File: config.mk
export PLATFORM = sky130hd
export DESIGN_NAME = ofs_trim_seq
export DESIGN_NICKNAME = d
export VERILOG_FILES = /design/src/rtl/ofs_trim_pkg.sv /design/src/rtl/ofs_settle_gate.sv /design/src/rtl/ofs_trim_reg.sv /design/src/rtl/ofs_alt_detect.sv /design/src/rtl/ofs_batch_vote.sv /design/src/rtl/ofs_trim_seq.sv
export SDC_FILE = /design/constraint.sdc
export NUM_CORES = 1
export LEC_CHECK = 0
export ABC_AREA = 1
export BUFFER_PORTS_ARGS = -buffer_cell sky130_fd_sc_hd__buf_4
export CORE_MARGIN = 2
export CORE_UTILIZATION = 35
export DETAILED_ROUTE_END_ITERATION = 8
export PLACE_DENSITY = 0.51
export SYNTH_ARGS = -nofsm -noshare
export SYNTH_HDL_FRONTEND = slang
export SYNTH_SLANG_ARGS = --single-unit
File: constraint.sdc
create_clock -name clk -period 3.2 [get_ports clk]
set_input_delay 0.16 -clock clk [delete_from_list [all_inputs] [get_ports clk]]
set_output_delay 0.16 -clock clk [all_outputs]
set_load 0.02 [all_outputs]
File: src/rtl/ofs_trim_pkg.sv
package ofs_trim_pkg;
   typedef enum logic [1:0] {
      ST_IDLE  = 2'd0,
      ST_ACQ   = 2'd1,
      ST_TWAIT = 2'd2,
      ST_TSAMP = 2'd3
   } cal_state_t;
endpackage

File: src/rtl/ofs_settle_gate.sv
module ofs_settle_gate #(
   parameter int SETTLE_CYC = 50
) (
   input  logic clk,
   input  logic rst_n,
   input  logic dac_pwr,
   input  logic adc_busy,
   output logic clear_to_run
);
   logic settled;

   if (SETTLE_CYC < 0) begin : g_bad_settle
      $error("SETTLE_CYC must not be negative");
   end

   if (SETTLE_CYC == 0) begin : g_nodelay
      assign settled = dac_pwr;
   end else begin : g_count
      localparam int CW = $clog2(SETTLE_CYC + 1);
      localparam logic [CW-1:0] LIMIT = CW'(SETTLE_CYC);
      logic [CW-1:0] cnt_q;

      always_ff @(posedge clk) begin
         if (!rst_n)
            cnt_q <= '0;
         else if (!dac_pwr)
            cnt_q <= '0;
         else if (cnt_q != LIMIT)
            cnt_q <= cnt_q + 1'b1;
      end

      assign settled = dac_pwr && (cnt_q == LIMIT);


      settle_cnt_rng_chk: assert property (@(posedge clk) disable iff (!rst_n)
         cnt_q <= LIMIT);

      settle_needs_pwr_chk: assert property (@(posedge clk) disable iff (!rst_n)
         settled |-> $past(dac_pwr));
   end

   assign clear_to_run = settled && !adc_busy;
endmodule

File: src/rtl/ofs_trim_reg.sv
module ofs_trim_reg #(
   parameter int TRIM_W = 6
) (
   input  logic                     clk,
   input  logic                     rst_n,
   input  logic                     step_up,
   input  logic                     step_dn,
   output logic signed [TRIM_W-1:0] trim
);
   localparam logic signed [TRIM_W-1:0] T_MAX = {1'b0, {(TRIM_W-1){1'b1}}};
   localparam logic signed [TRIM_W-1:0] T_MIN = {1'b1, {(TRIM_W-1){1'b0}}};
   localparam logic signed [TRIM_W-1:0] ONE   = TRIM_W'(1);

   if (TRIM_W < 2) begin : g_bad_w
      $error("TRIM_W must be at least 2");
   end

   always_ff @(posedge clk) begin
      if (!rst_n)
         trim <= '0;
      else if (step_up && !step_dn && trim != T_MAX)
         trim <= trim + ONE;
      else if (step_dn && !step_up && trim != T_MIN)
         trim <= trim - ONE;
   end


   one_step_chk: assert property (@(posedge clk) disable iff (!rst_n)
      (trim == $past(trim)) || (trim == $past(trim) + ONE) || (trim == $past(trim) - ONE));

   no_wrap_hi_chk: assert property (@(posedge clk) disable iff (!rst_n)
      ($past(trim) == T_MAX) |-> (trim != T_MIN));

   no_wrap_lo_chk: assert property (@(posedge clk) disable iff (!rst_n)
      ($past(trim) == T_MIN) |-> (trim != T_MAX));
endmodule

File: src/rtl/ofs_alt_detect.sv
module ofs_alt_detect #(
   parameter int ALT_N = 4
) (
   input  logic clk,
   input  logic rst_n,
   input  logic clr,
   input  logic smp_en,
   input  logic smp_pos,
   output logic conv
);
   localparam int AW = $clog2(ALT_N + 1);
   localparam logic [AW-1:0] LAST_ALT = AW'(ALT_N - 1);

   if (ALT_N < 1) begin : g_bad_alt
      $error("ALT_N must be at least 1");
   end

   logic          have_last, last_pos, flip;
   logic [AW-1:0] alt_q;

   assign flip = have_last && (smp_pos != last_pos);
   assign conv = smp_en && flip && (alt_q == LAST_ALT);

   always_ff @(posedge clk) begin
      if (!rst_n || clr) begin
         have_last <= 1'b0;
         last_pos  <= 1'b0;
         alt_q     <= '0;
      end else if (smp_en) begin
         have_last <= 1'b1;
         last_pos  <= smp_pos;
         if (conv || !flip)
            alt_q <= '0;
         else
            alt_q <= alt_q + 1'b1;
      end
   end


   alt_rng_chk: assert property (@(posedge clk) disable iff (!rst_n)
      alt_q <= LAST_ALT);

   alt_needs_hist_chk: assert property (@(posedge clk) disable iff (!rst_n)
      (alt_q != '0) |-> have_last);
endmodule

File: src/rtl/ofs_batch_vote.sv
module ofs_batch_vote #(
   parameter int NSAMP  = 16,
   parameter int THRESH = 8
) (
   input  logic clk,
   input  logic rst_n,
   input  logic clr,
   input  logic smp_en,
   input  logic smp_pos,
   output logic fin,
   output logic vote_up,
   output logic vote_dn
);
   localparam int NW = $clog2(NSAMP + 1);
   localparam int SW = NW + 1;
   localparam logic [NW-1:0]        LAST_IDX = NW'(NSAMP - 1);
   localparam logic signed [SW-1:0] TH_P     = SW'(THRESH);
   localparam logic signed [SW-1:0] TH_N     = -TH_P;
   localparam logic signed [SW-1:0] P_ONE    = SW'(1);

   if (NSAMP < 2) begin : g_bad_n
      $error("NSAMP must be at least 2");
   end
   if (THRESH < 0 || THRESH >= NSAMP) begin : g_bad_th
      $error("THRESH must lie in 0..NSAMP-1");
   end

   logic [NW-1:0]        cnt_q;
   logic signed [SW-1:0] net_q, net_nxt;

   assign net_nxt = smp_pos ? (net_q + P_ONE) : (net_q - P_ONE);
   assign fin     = smp_en && (cnt_q == LAST_IDX);
   assign vote_dn = fin && (net_nxt > TH_P);
   assign vote_up = fin && (net_nxt < TH_N);

   always_ff @(posedge clk) begin
      if (!rst_n || clr || fin) begin
         cnt_q <= '0;
         net_q <= '0;
      end else if (smp_en) begin
         cnt_q <= cnt_q + 1'b1;
         net_q <= net_nxt;
      end
   end


   batch_cnt_rng_chk: assert property (@(posedge clk) disable iff (!rst_n)
      cnt_q <= LAST_IDX);

   net_bound_chk: assert property (@(posedge clk) disable iff (!rst_n)
      (net_q <= $signed({1'b0, cnt_q})) && (net_q >= -$signed({1'b0, cnt_q})));
endmodule

File: src/rtl/ofs_trim_seq.sv
module ofs_trim_seq
   import ofs_trim_pkg::*;
#(
   parameter int TRIM_W     = 6,
   parameter int SETTLE_CYC = 50,
   parameter int ALT_N      = 4,
   parameter int NSAMP      = 16,
   parameter int THRESH     = 8,
   parameter int IVL_W      = 16
) (
   input  logic                     clk,
   input  logic                     rst_n,
   input  logic                     start_req,
   input  logic                     mode_track,
   input  logic                     adc_busy,
   input  logic                     dac_pwr,
   input  logic                     ofs_pos,
   input  logic [IVL_W-1:0]         track_interval,
   output logic signed [TRIM_W-1:0] trim_code,
   output logic                     busy,
   output logic                     done
);
   if (IVL_W < 1) begin : g_bad_ivl
      $error("IVL_W must be at least 1");
   end

   cal_state_t       state_q, state_d;
   logic             pend_q, done_q;
   logic [IVL_W-1:0] ivl_q;
   logic [IVL_W:0]   ivl_inc;
   logic             ok, accept, ivl_last;
   logic             acq_en, trk_en, conv, fin, vote_up, vote_dn;
   logic             step_up, step_dn;

   ofs_settle_gate #(.SETTLE_CYC(SETTLE_CYC)) u_gate (
      .clk(clk), .rst_n(rst_n), .dac_pwr(dac_pwr), .adc_busy(adc_busy),
      .clear_to_run(ok)
   );

   ofs_alt_detect #(.ALT_N(ALT_N)) u_alt (
      .clk(clk), .rst_n(rst_n), .clr(accept), .smp_en(acq_en),
      .smp_pos(ofs_pos), .conv(conv)
   );

   ofs_batch_vote #(.NSAMP(NSAMP), .THRESH(THRESH)) u_vote (
      .clk(clk), .rst_n(rst_n), .clr(accept), .smp_en(trk_en),
      .smp_pos(ofs_pos), .fin(fin), .vote_up(vote_up), .vote_dn(vote_dn)
   );

   ofs_trim_reg #(.TRIM_W(TRIM_W)) u_trim (
      .clk(clk), .rst_n(rst_n), .step_up(step_up), .step_dn(step_dn),
      .trim(trim_code)
   );

   assign accept   = (state_q == ST_IDLE) && (pend_q || start_req) && ok;
   assign acq_en   = (state_q == ST_ACQ) && ok;
   assign trk_en   = (state_q == ST_TSAMP) && ok;
   assign ivl_inc  = {1'b0, ivl_q} + 1'b1;
   assign ivl_last = ivl_inc >= {1'b0, track_interval};
   assign step_up  = (acq_en && !ofs_pos) || vote_up;
   assign step_dn  = (acq_en && ofs_pos) || vote_dn;

   always_comb begin
      state_d = state_q;
      unique case (state_q)
         ST_IDLE:  if (accept)   state_d = mode_track ? ST_TWAIT : ST_ACQ;
         ST_ACQ:   if (conv)     state_d = ST_IDLE;
         ST_TWAIT: if (ivl_last) state_d = ST_TSAMP;
         ST_TSAMP: if (fin)      state_d = mode_track ? ST_TWAIT : ST_IDLE;
         default:                state_d = ST_IDLE;
      endcase
   end

   always_ff @(posedge clk) begin
      if (!rst_n) begin
         state_q <= ST_IDLE;
         pend_q  <= 1'b0;
         done_q  <= 1'b0;
         ivl_q   <= '0;
      end else begin
         state_q <= state_d;
         done_q  <= conv || fin;
         if (state_q == ST_TWAIT && !ivl_last)
            ivl_q <= ivl_inc[IVL_W-1:0];
         else
            ivl_q <= '0;
         if (accept)
            pend_q <= 1'b0;
         else if (state_q == ST_IDLE && start_req)
            pend_q <= 1'b1;
      end
   end

   assign busy = (state_q != ST_IDLE);
   assign done = done_q;


   hold_on_adc_chk: assert property (@(posedge clk) disable iff (!rst_n)
      adc_busy |=> (trim_code == $past(trim_code)));

   start_gate_chk: assert property (@(posedge clk) disable iff (!rst_n)
      $rose(busy) |-> $past(ok));

   done_after_busy_chk: assert property (@(posedge clk) disable iff (!rst_n)
      done |-> $past(busy));

   no_pend_while_busy_chk: assert property (@(posedge clk) disable iff (!rst_n)
      busy |=> !pend_q);

   done_pulse_chk: assert property (@(posedge clk) disable iff (!rst_n)
      (done && !$past(busy && mode_track)) |=> !done);
endmodule

==> flow_metrics.py <==
metrics = {
    "worst_hold_path": {
        "hp-class": "in -> reg",
        "min_from": "start_req",
        "min_to": "pend_q$_SDFFE_PP0P_",
        "hold_depth": 3,
    },
    "synth": {
        "ys_ff_latch": 48,
        "syn_nets": 507,
        "synth_flop_cell": "dfxtp_1",
        "synth_edf_count": 0,
        "synth_cell_type_count": 36,
        "syn-cell-area_um2": 3230,
        "syn_inst": 451,
        "avgSynthCellArea_um2": 7.16,
        "yosysWarnings": 0,
        "ys_seq_area_frac": 0.297,
        "synthArstFlopShare": 0,
    },
    "pwr": {
        "leakagePower_nw": 1.83,
        "internal_power_mw": 0.845,
        "powerDensity_nw_per_um2": 295,
        "power_mw": 1.13,
        "irDropWorstVdd_mv": 0.173,
        "p_comb_frac": 0.131,
        "pwr-share-clk": 0.327,
        "p_switching_mw": 0.288,
        "p_sw_frac": 0.254,
        "p_seq_frac": 0.542,
    },
    "timing": {
        "hold_viol_final": 0,
        "finClkSkew_ns": 0.00935,
        "finalSetupViolations": 0,
        "rsz0062_at_grt": "true",
        "maxSlewViolCount": 0,
        "tightest_slew_ns": 0.431,
        "layout_min_cycle_time_ns": 3.02,
        "slew_headroom": 0.710,
        "min_period_over_period": 0.942,
        "hold-worst-slack_ns": 0.125,
        "max_freq_mhz": 332,
    },
    "critical_path": {
        "r2r-start": "ivl_q[0]$_SDFF_PN0_",
        "critical_path.top_delay_family": "simple AND/OR/NAND/NOR gates",
        "critPathLaunchType": "flop",
        "crit_chain": "ha_2 -> nand3_4 -> nor3_4 -> nand4_1 -> xor2_2 -> inv_1 -> ha_1 -> nand2_1 -> nor3_1 -> nand4_1 -> inv_1 -> nand3b_1 -> nand4_4 -> or2_4 -> buf_12 -> nor2_1",
        "critPathKind": "reg -> reg",
        "critPathRequiredTime_ns": 3.39,
        "setup.worst_path.start": "ivl_q[0]$_SDFF_PN0_",
        "crit_fanout": 16,
        "cp.arrival_ns": 3.21,
        "worst-path-buf-inv": 3,
        "r2r_end": "ivl_q[2]$_SDFF_PN0_",
        "rrSetupSlack_ns": 0.18,
        "slowest_stage": "dfxtp_4",
        "reg2reg_depth": 16,
        "slowest_delay_ns": 0.37,
        "endpoint_kind": "flop",
    },
    "global_route": {
        "overflow": 0,
        "grt_first_pass_wirelength_mm": 11.2,
        "grt_pass1_vias": 2590,
        "antenna_found_initial": 0,
        "grt_max_degree": 17,
        "grt_usage": 0.137,
    },
    "layout": {
        "finish.utilization": 0.422,
        "final_common_cell": "nand2_1",
        "area_growth_pct": 19.0,
        "layout_common_cells": "nand2_1 (87), inv_1 (83), dfxtp_1 (46)",
        "postLayoutCellArea_um2": 3840,
        "fillers": 954,
        "fin_nets": 555,
        "drive_gt1_frac": 0.184,
        "diodes": 0,
    },
    "routing": {
        "drt_iter0_markers": 90,
        "wl_per_cell_um": 10.8,
        "vias_per_cell": 4.62,
        "ant_nets": 0,
        "drc": 0,
        "wirelength_mm": 6.59,
        "first_pass_iters": 4,
        "vias": 2823,
    },
    "floorplan": {
        "core_region_area_um2": 9110,
        "initial_core_util": 0.355,
        "die-area_um2": 10000,
        "dieHeight_um": 100,
        "die_w_um": 100,
        "core.rowCount": 35,
        "ios": 31,
    },
    "cts": {
        "cts_max_level": 2,
        "cts.path.max_buffers": 2,
        "path_clk_slew_ns": 0.09,
        "cts_hold_buf": 0,
        "clock-sinks": 48,
        "clk_latency_ns": 0.29,
        "cts-root-buf": "clkbuf_8",
        "cts_tree": "built",
        "numCtsBuffers": 5,
    },
    "status": {
        "status": "completed",
    },
    "place": {
        "dp_hpwl_mm": 5.29,
        "gp_congestion": 0.761,
        "postPlaceCellArea_um2": 3650,
        "numPortBuffers": 30,
    },
    "run": {
        "cap_violations": 0,
    },
}
cell families (layout without fill, tap and decap cells):
group / count (synthesis) / count (layout) / synth area share
buffers and inverters: 88 / 137 / 0.110
and+or+nand+nor: 207 / 207 / 0.315
AOI/OAI and AO/OA: 57 / 57 / 0.0960
DFF: 48 / 48 / 0.297
adders and majority gates: 34 / 34 / 0.136
xor gates and xnor gates: 17 / 17 / 0.0461
stage by stage:
step	TNS, ns	std cells	setup slack (ns)
floorplan	0	451	0.334
global placement	0	599	0.0747
detailed placement	0	599	0.0647
CTS	0	607	0.0406
global route	-0.161	611	-0.0467
finish	0	611	0.184
power by group through the flow:
stage          Clock, mW  Combinational (mW)  Sequential, mW
6_report           0.371               0.149           0.614
5_1_grt            0.419               0.168           0.616
4_1_cts            0.397               0.148           0.614
3_5_place_dp           0               0.147           0.628
3_3_place_gp           0               0.145           0.628
2_1_floorplan          0               0.100           0.626
timing repair:
item | 4_1_cts | 5_1_grt
buffers inserted | 0 | 4
gates resized for setup | 0 | 16
setup endpoints to repair | 0 | 18
layout make-up:
class	instances	area (µm²)	share of cell area
multi-input combinational	315	1980	0.514
timing repair buffer	46	358	0.0931
clock buffer	7	86.3	0.0225
tap	111	139	0.0361
clock inverter	1	7.51	0.00195
sequential	48	966	0.251
inverter	83	312	0.0811
registers in the layout (all words and copies together), names as in the netlist:
name	count
u_alt.have_last	1
u_vote.net_q	6
u_alt.last_pos	1
u_trim.trim	6
u_alt.alt_q	3
state_q	2
u_gate.g_count.cnt_q	6
u_vote.cnt_q	5
done	1
pend_q	1
ivl_q	16
how the worst max path moves through the flow:
stage	end	slack, ns	cells after the start
2_1_floorplan	u_trim.trim[5]$_SDFFE_PN0P_	0.33	20
3_3_place_gp	ivl_q[2]$_SDFF_PN0_	0.07	19
3_5_place_dp	ivl_q[3]$_SDFF_PN0_	0.06	19
4_1_cts	ivl_q[3]$_SDFF_PN0_	0.04	19
5_1_grt	ivl_q[2]$_SDFF_PN0_	-0.05	16
6_report	ivl_q[2]$_SDFF_PN0_	0.18	16
per-layer routing:
metal  vias to the layer above  GRT usage  share of wire
li1                       1543          -              -
met1                      1253      0.178           0.50
met2                        23      0.234           0.47
met3                         4     0.0258          0.020
met4                         0     0.0348         0.0090
met5                         -          0              0
synth_stat cells, types with 2 or more instances:
cell type | number | area share
nor2_4 | 10 | 0.035
nor2_2 | 2 | 0.0039
nand2_2 | 4 | 0.0077
or2_2 | 5 | 0.0097
o21ai_0 | 10 | 0.015
xnor2_1 | 7 | 0.019
ha_1 | 31 | 0.12
a21oi_1 | 38 | 0.059
a31oi_1 | 2 | 0.0039
a211oi_1 | 3 | 0.0070
nand4_1 | 14 | 0.027
nand2_1 | 87 | 0.10
inv_1 | 83 | 0.096
nand3b_1 | 4 | 0.0093
xor2_1 | 10 | 0.027
nand3_1 | 25 | 0.039
o211ai_1 | 2 | 0.0046
nor3_1 | 3 | 0.0046
nor4_1 | 4 | 0.0077
fa_1 | 2 | 0.012
clkbuf_1 | 2 | 0.0023
nor2_1 | 42 | 0.049
dfxtp_1 | 48 | 0.30
tightest hold or removal path: cells and delay by family:
kind                   cells  cell delay, ns
AOI/OAI and AO/OA          1            0.07
buffers and inverters      1            0.08
and+or+nand+nor            1            0.08
No activity file was read; power rests on OpenSTA's default activity.
